File: src/rtl/gpio_pkg.sv
package gpio_pkg;

    localparam int WORD_W      = 64;
    localparam int FSEL_W      = 10;
    localparam int BANK_STRIDE = 'h1400;
    localparam int OFF_RX      = 'h00;
    localparam int OFF_SET     = 'h08;
    localparam int OFF_CLR     = 'h10;
    localparam int OFF_CONST   = 'h90;
    localparam int OFF_CFG     = 'h400;

    // field positions inside a line configuration word
    localparam int POS_OE   = 0;
    localparam int POS_INV  = 1;
    localparam int POS_OD   = 12;
    localparam int POS_FSEL = 16;

    typedef enum logic [2:0] {
        ACC_NONE,
        ACC_RX,
        ACC_SET,
        ACC_CLR,
        ACC_CONST,
        ACC_CFG
    } acc_kind_e;

    typedef struct packed {
        logic [FSEL_W-1:0] fsel;
        logic              od;
        logic              inv;
        logic              oe;
    } line_cfg_t;

    function automatic line_cfg_t word_to_cfg(input logic [WORD_W-1:0] w);
        line_cfg_t c;
        c.oe   = w[POS_OE];
        c.inv  = w[POS_INV];
        c.od   = w[POS_OD];
        c.fsel = w[POS_FSEL +: FSEL_W];
        return c;
    endfunction

    function automatic logic [WORD_W-1:0] cfg_to_word(input line_cfg_t c);
        logic [WORD_W-1:0] w;
        w = '0;
        w[POS_OE]               = c.oe;
        w[POS_INV]              = c.inv;
        w[POS_OD]               = c.od;
        w[POS_FSEL +: FSEL_W]   = c.fsel;
        return w;
    endfunction

endpackage

File: src/rtl/gpio_addr_dec.sv
module gpio_addr_dec
    import gpio_pkg::*;
#(
    parameter int ADDR_W    = 16,
    parameter int NUM_LINES = 72,
    parameter int NBANKS    = 2,
    parameter int BW        = 1,
    parameter int LW        = 7
) (
    input  logic [ADDR_W-1:0] addr,
    output acc_kind_e         kind,
    output logic [BW-1:0]     bank,
    output logic [LW-1:0]     line
);

    logic [31:0] bank_n;
    logic [31:0] off;
    logic [31:0] cfg_rel;

    always_comb begin
        bank_n  = 32'(addr) / 32'(BANK_STRIDE);
        off     = 32'(addr) % 32'(BANK_STRIDE);
        cfg_rel = off - 32'(OFF_CFG);
        kind    = ACC_NONE;
        line    = '0;
        bank    = BW'(bank_n);
        if (addr[2:0] == 3'b000) begin
            if (bank_n < 32'(NBANKS)) begin
                if (off == 32'(OFF_RX))  kind = ACC_RX;
                if (off == 32'(OFF_SET)) kind = ACC_SET;
                if (off == 32'(OFF_CLR)) kind = ACC_CLR;
            end
            if (bank_n == 32'd0 && off == 32'(OFF_CONST)) kind = ACC_CONST;
            if (bank_n == 32'd0 && off >= 32'(OFF_CFG) &&
                off < 32'(OFF_CFG) + 32'(8 * NUM_LINES)) begin
                kind = ACC_CFG;
                line = LW'(cfg_rel >> 3);
            end
        end
    end

endmodule

File: src/rtl/gpio_line.sv
module gpio_line
    import gpio_pkg::*;
(
    input  logic      clk,
    input  logic      rst,
    input  logic      cfg_we,
    input  line_cfg_t cfg_in,
    input  logic      set_req,
    input  logic      clr_req,
    input  logic      pad_in,
    output line_cfg_t cfg_q,
    output logic      dout,
    output logic      rx,
    output logic      pad_out,
    output logic      pad_oe
);

    logic owned;
    logic eff;

    assign owned = (cfg_q.fsel == '0);
    assign eff   = dout ^ cfg_q.inv;
    assign rx    = pad_in ^ cfg_q.inv;

    always_ff @(posedge clk) begin
        if (rst) begin
            cfg_q <= '0;
            dout  <= 1'b0;
        end else begin
            if (cfg_we) cfg_q <= cfg_in;
            if (owned) begin
                if (set_req)      dout <= 1'b1;
                else if (clr_req) dout <= 1'b0;
            end
        end
    end

    always_comb begin
        pad_out = 1'b0;
        pad_oe  = 1'b0;
        if (owned) begin
            if (cfg_q.od) begin
                pad_oe = cfg_q.oe & ~eff;
            end else begin
                pad_out = eff;
                pad_oe  = cfg_q.oe;
            end
        end
    end

    AST_SET_TAKES: assert property (@(posedge clk) disable iff (rst)
        (set_req && owned) |=> dout);
    AST_CLR_TAKES: assert property (@(posedge clk) disable iff (rst)
        (clr_req && !set_req && owned) |=> !dout);
    AST_FSEL_HOLD: assert property (@(posedge clk) disable iff (rst)
        (!owned) |=> (dout == $past(dout)));
    AST_OD_LOW: assert property (@(posedge clk) disable iff (rst)
        (cfg_q.od && pad_oe) |-> !pad_out);

endmodule

File: src/rtl/gpio_bank_ctrl.sv
module gpio_bank_ctrl
    import gpio_pkg::*;
#(
    parameter int ADDR_W    = 16,
    parameter int NUM_LINES = 72,
    parameter int VEC_BASE  = 48
) (
    input  logic                  clk,
    input  logic                  rst,
    input  logic                  bus_wr,
    input  logic                  bus_rd,
    input  logic [ADDR_W-1:0]     bus_addr,
    input  logic [63:0]           bus_wdata,
    output logic [63:0]           bus_rdata,
    input  logic [NUM_LINES-1:0]  pad_in,
    output logic [NUM_LINES-1:0]  pad_out,
    output logic [NUM_LINES-1:0]  pad_oe
);

    localparam int NBANKS = (NUM_LINES + WORD_W - 1) / WORD_W;
    localparam int BW     = (NBANKS > 1) ? $clog2(NBANKS) : 1;
    localparam int LW     = (NUM_LINES > 1) ? $clog2(NUM_LINES) : 1;
    localparam int PAD_W  = NBANKS * WORD_W;

    acc_kind_e     kind;
    logic [BW-1:0] bank;
    logic [LW-1:0] line;

    gpio_addr_dec #(
        .ADDR_W(ADDR_W), .NUM_LINES(NUM_LINES), .NBANKS(NBANKS), .BW(BW), .LW(LW)
    ) u_dec (
        .addr(bus_addr), .kind(kind), .bank(bank), .line(line)
    );

    line_cfg_t            cfg_arr [NUM_LINES];
    logic [NUM_LINES-1:0] cfg_we_vec;
    logic [NUM_LINES-1:0] set_vec;
    logic [NUM_LINES-1:0] clr_vec;
    logic [NUM_LINES-1:0] dout_vec;
    logic [NUM_LINES-1:0] rx_vec;
    logic [PAD_W-1:0]     dout_all;
    logic [PAD_W-1:0]     rx_all;
    line_cfg_t            cfg_wr;

    assign cfg_wr = word_to_cfg(bus_wdata);

    for (genvar n = 0; n < NUM_LINES; n++) begin : g_line
        localparam int BNK = n / WORD_W;
        localparam int BIT = n % WORD_W;

        assign cfg_we_vec[n] = bus_wr && kind == ACC_CFG && line == LW'(n);
        assign set_vec[n]    = bus_wr && kind == ACC_SET && bank == BW'(BNK) && bus_wdata[BIT];
        assign clr_vec[n]    = bus_wr && kind == ACC_CLR && bank == BW'(BNK) && bus_wdata[BIT];

        gpio_line u_line (
            .clk(clk), .rst(rst),
            .cfg_we(cfg_we_vec[n]), .cfg_in(cfg_wr),
            .set_req(set_vec[n]), .clr_req(clr_vec[n]),
            .pad_in(pad_in[n]),
            .cfg_q(cfg_arr[n]), .dout(dout_vec[n]), .rx(rx_vec[n]),
            .pad_out(pad_out[n]), .pad_oe(pad_oe[n])
        );
    end

    for (genvar k = 0; k < PAD_W; k++) begin : g_pad
        if (k < NUM_LINES) begin : g_real
            assign dout_all[k] = dout_vec[k];
            assign rx_all[k]   = rx_vec[k];
        end else begin : g_void
            assign dout_all[k] = 1'b0;
            assign rx_all[k]   = 1'b0;
        end
    end

    logic [63:0] rd_word;

    always_comb begin
        rd_word = '0;
        case (kind)
            ACC_RX:           rd_word = rx_all[32'(bank) * WORD_W +: WORD_W];
            ACC_SET, ACC_CLR: rd_word = dout_all[32'(bank) * WORD_W +: WORD_W];
            ACC_CONST: begin
                rd_word[7:0]  = 8'(NUM_LINES);
                rd_word[15:8] = 8'(VEC_BASE);
            end
            ACC_CFG:          rd_word = cfg_to_word(cfg_arr[line]);
            default:          rd_word = '0;
        endcase
    end

    always_ff @(posedge clk) begin
        if (rst)         bus_rdata <= '0;
        else if (bus_rd) bus_rdata <= rd_word;
    end

    AST_RD_HOLD: assert property (@(posedge clk) disable iff (rst)
        (!bus_rd) |=> $stable(bus_rdata));
    AST_CFG_ONEHOT: assert property (@(posedge clk) disable iff (rst)
        $onehot0(cfg_we_vec));
    AST_SETCLR_EXCL: assert property (@(posedge clk) disable iff (rst)
        !(|(set_vec & clr_vec)));

endmodule

File: config.mk
export PLATFORM = sky130hd
export DESIGN_NAME = gpio_bank_ctrl
export DESIGN_NICKNAME = d
export VERILOG_FILES = /design/src/rtl/gpio_pkg.sv /design/src/rtl/gpio_addr_dec.sv /design/src/rtl/gpio_line.sv /design/src/rtl/gpio_bank_ctrl.sv
export SDC_FILE = /design/constraint.sdc
export NUM_CORES = 2
export LEC_CHECK = 0
export CAP_MARGIN = 20
export CORE_ASPECT_RATIO = 0.8
export CORE_UTILIZATION = 64
export DETAILED_ROUTE_END_ITERATION = 12
export PLACE_DENSITY = 0.85
export SYNTH_ARGS = -nofsm -noshare
export SYNTH_HDL_FRONTEND = slang
export SYNTH_HIERARCHICAL = 1
export SYNTH_SLANG_ARGS = --single-unit
export TNS_END_PERCENT = 30
File: constraint.sdc
create_clock -name clk -period 12.77 [get_ports clk]
set_clock_uncertainty 0.15 [all_clocks]
set_input_delay 3.831 -clock clk [delete_from_list [all_inputs] [get_ports clk]]
set_output_delay 3.831 -clock clk [all_outputs]
set_load 0.02 [all_outputs]
==> reports/metrics.cfg <==
[critical_path]
critPathArrivalTime_ps=10320
cp-end-kind=flip-flop
crit_end=bus_rdata[21]
r2r-end=bus_rdata[21]
r2r_start=g_line[63].u_line/cfg_q[8]
reg2reg_depth=5
path_max_fanout=75
required_ps=13160
crit_type=input pin to flip-flop
startpoint=bus_addr[14]
ff2ff_setup_slack_ps=10330
crit_path_start_kind=input pin

[global_route]
grt_max_degree=200
grt_pass1_wl_mm=272
antenna_found_initial=9
grt_usage=0.408
grt.overflow.total=0
grt_pass1_vias=44300

[cells_and_area]
layout-drive-gt1-share=0.116
nets=5825
layout_common_cells=nor2_1, dfxtp_1, mux2i_1
area_growth_pct=13.6
stdcell_area_sq_mm=0.0616
final_common_cell=nor2_1

[sta]
hold_viol=0
period_needed_ps=9920
finalMaxSlewViolations=0
final-setup-viol-count=0
tns_ps=0
max_freq_mhz=101
worst_slew_pin_slew_ps=1250
rsz0062_at_grt=no
relSlewSlack=0.165
finalCritPeriodShare=0.777

[detailed_routing]
firstDrtPassIters=7
wirelength_mm=182
first_iter_violations=6307
ant_nets=0
vias_per_cell=6.69
drc_errors=0
vias=45900
wl_per_cell_microns=26.5

[flow_run]
drv_cap=0

[floorplanning]
die_w_microns=327
start_util=0.646
io_pins=364
core_sq_mm=0.0839
die_height_microns=262
std_cell_rows=95
die_area_sq_mm=0.0859

[synth]
netlist_area_sq_mm=0.0542
synth_edf_count=0
synth_warnings=6
synthesis.nets=5597
synth_top_area_frac=0.396
syn_inst=5440
ys_seq_area_frac=0.396
yosysUniqueCellTypes=84
yosys.area.top_type=dfxtp_1
synth_area_leaders=dfxtp_1, mux2i_1, nor2_1
synth-main-ff-cell=dfxtp_1
ys_ff_latch=1072
async_flop_share=0
syn_avg_cell_area_sq_um=9.96

[cts]
root_buffer=clkbuf_16
cts_hold_buf=0
cts_resized=0
clk_path_buf_depth=3
cts.sinks=1072
clk_pin_slew_worst_paths_ps=70
insertion_delay_ps=710
cts_setup_buffers=0
cts_tree=built
cts-htree-levels=3
cts_inserted_buffers=103

[outcome]
status=finished, final reports clean

[pwr]
p_leak_nw=21.1
ir_worst_vdd_mv=0.0945
powerDensity_mw_per_mm2=108

[hold_path]
hold_path_class=flip-flop to flip-flop

[placed_design]
port_buffers=363
placed_area_sq_mm=0.0583
gp_congestion=1.05
hpwl_mm=123

-- logic make-up after synthesis --
group | Yosys count | synth area share
AO/OA/AOI/OAI | 432 | 0.0617
XOR/XNOR | 146 | 0.0236
adder cells (fa/ha/maj) | 1 | 0.000231
buffers and inverters | 453 | 0.0435
flip-flops | 1072 | 0.396
multiplexers | 1251 | 0.274
AND/OR/NAND/NOR | 2085 | 0.201
-- synthesized netlist by cell type (all sizes together) (10+ instances only) --
master  number
nor2      1202
xor2       144
buf        237
a22oi      155
mux2i     1059
and3b       74
nand4       81
clkbuf     136
nor4       148
dfxtp     1072
and2       157
o21ai       14
a21oi       77
nand3       21
a32o        73
nor3        10
o22ai       10
nand2      117
mux4       184
a22o        18
inv         80
and3       148
nor2b       86
-- state kept, by name, summed over array words and instances (netlist names) --
register / count
bus_rdata: 64
g_line.u_line/dout: 72
g_line.u_line/cfg_q: 936
-- metrics by stage --
step                instances  hold slack, ps  power [mW]  setup WS [ps]  utilization
finish                   6864             330        6.65           2850        0.734
global route             6860             353        6.77           2560        0.734
CTS                      6858             325        6.62           3110        0.733
detailed placement       6676             310        3.67           2420        0.694
global placement         6675             306        3.67           2520        0.694
floorplan                5440             319        3.50           4360            -
-- area by class of cell --
type | instances | area (sq um)
Tap cell | 1115 | 1400
Timing Repair Buffer | 496 | 4700
Sequential cell | 1072 | 21500
Inverter | 80 | 300
Clock buffer | 152 | 3000
Fill cell | 5845 | 22400
Multi-Input combinational cell | 3915 | 30400
Antenna cell | 4 | 10.0
Clock inverter | 30 | 258
-- power breakdown --
part           internal (mW)  switching, mW  total (mW)
Combinational         0.0755          0.185       0.261
Sequential              3.34      0.0000803        3.34
Clock                   1.68           1.36        3.04
Total                   5.10           1.55        6.65
-- critical path, cell delays in order --
cell             delay [ps]
clkdlybuf4s50_1         640
nor2_4                  230
inv_1                    90
ha_1                    310
nand3b_1                210
a21boi_1                330
a211o_1                 370
nor3b_2                 340
o31ai_4                 170
nor4_4                  450
and2_4                  600
buf_12                  470
buf_4                   500
mux4_2                  380
a22oi_1                 190
nor2_1                  180
a221oi_1                670
a311oi_1                200
-- metal layers --
layer,part of all wire,track usage,up-vias
li1,-,-,19900
met1,0.38,0.535,22300
met2,0.44,0.611,3089
met3,0.13,0.113,675
met4,0.060,0.221,8
met5,0.00098,0.00279,-
-- worst min path at each step --
| stage | cells after the start | to | startpoint |
|---|---|---|---|
| after floorplan | 2 | g_line[10].u_line/cfg_q[0] | g_line[10].u_line/cfg_q[0] |
| after global placement | 2 | bus_rdata[3] | bus_rdata[3] |
| after detailed placement | 2 | bus_rdata[3] | bus_rdata[3] |
| after CTS | 2 | bus_rdata[6] | bus_rdata[6] |
| after global routing | 2 | bus_rdata[26] | bus_rdata[26] |
| final | 2 | bus_rdata[6] | bus_rdata[6] |
Note: power is estimated with default switching activity, not from simulation.
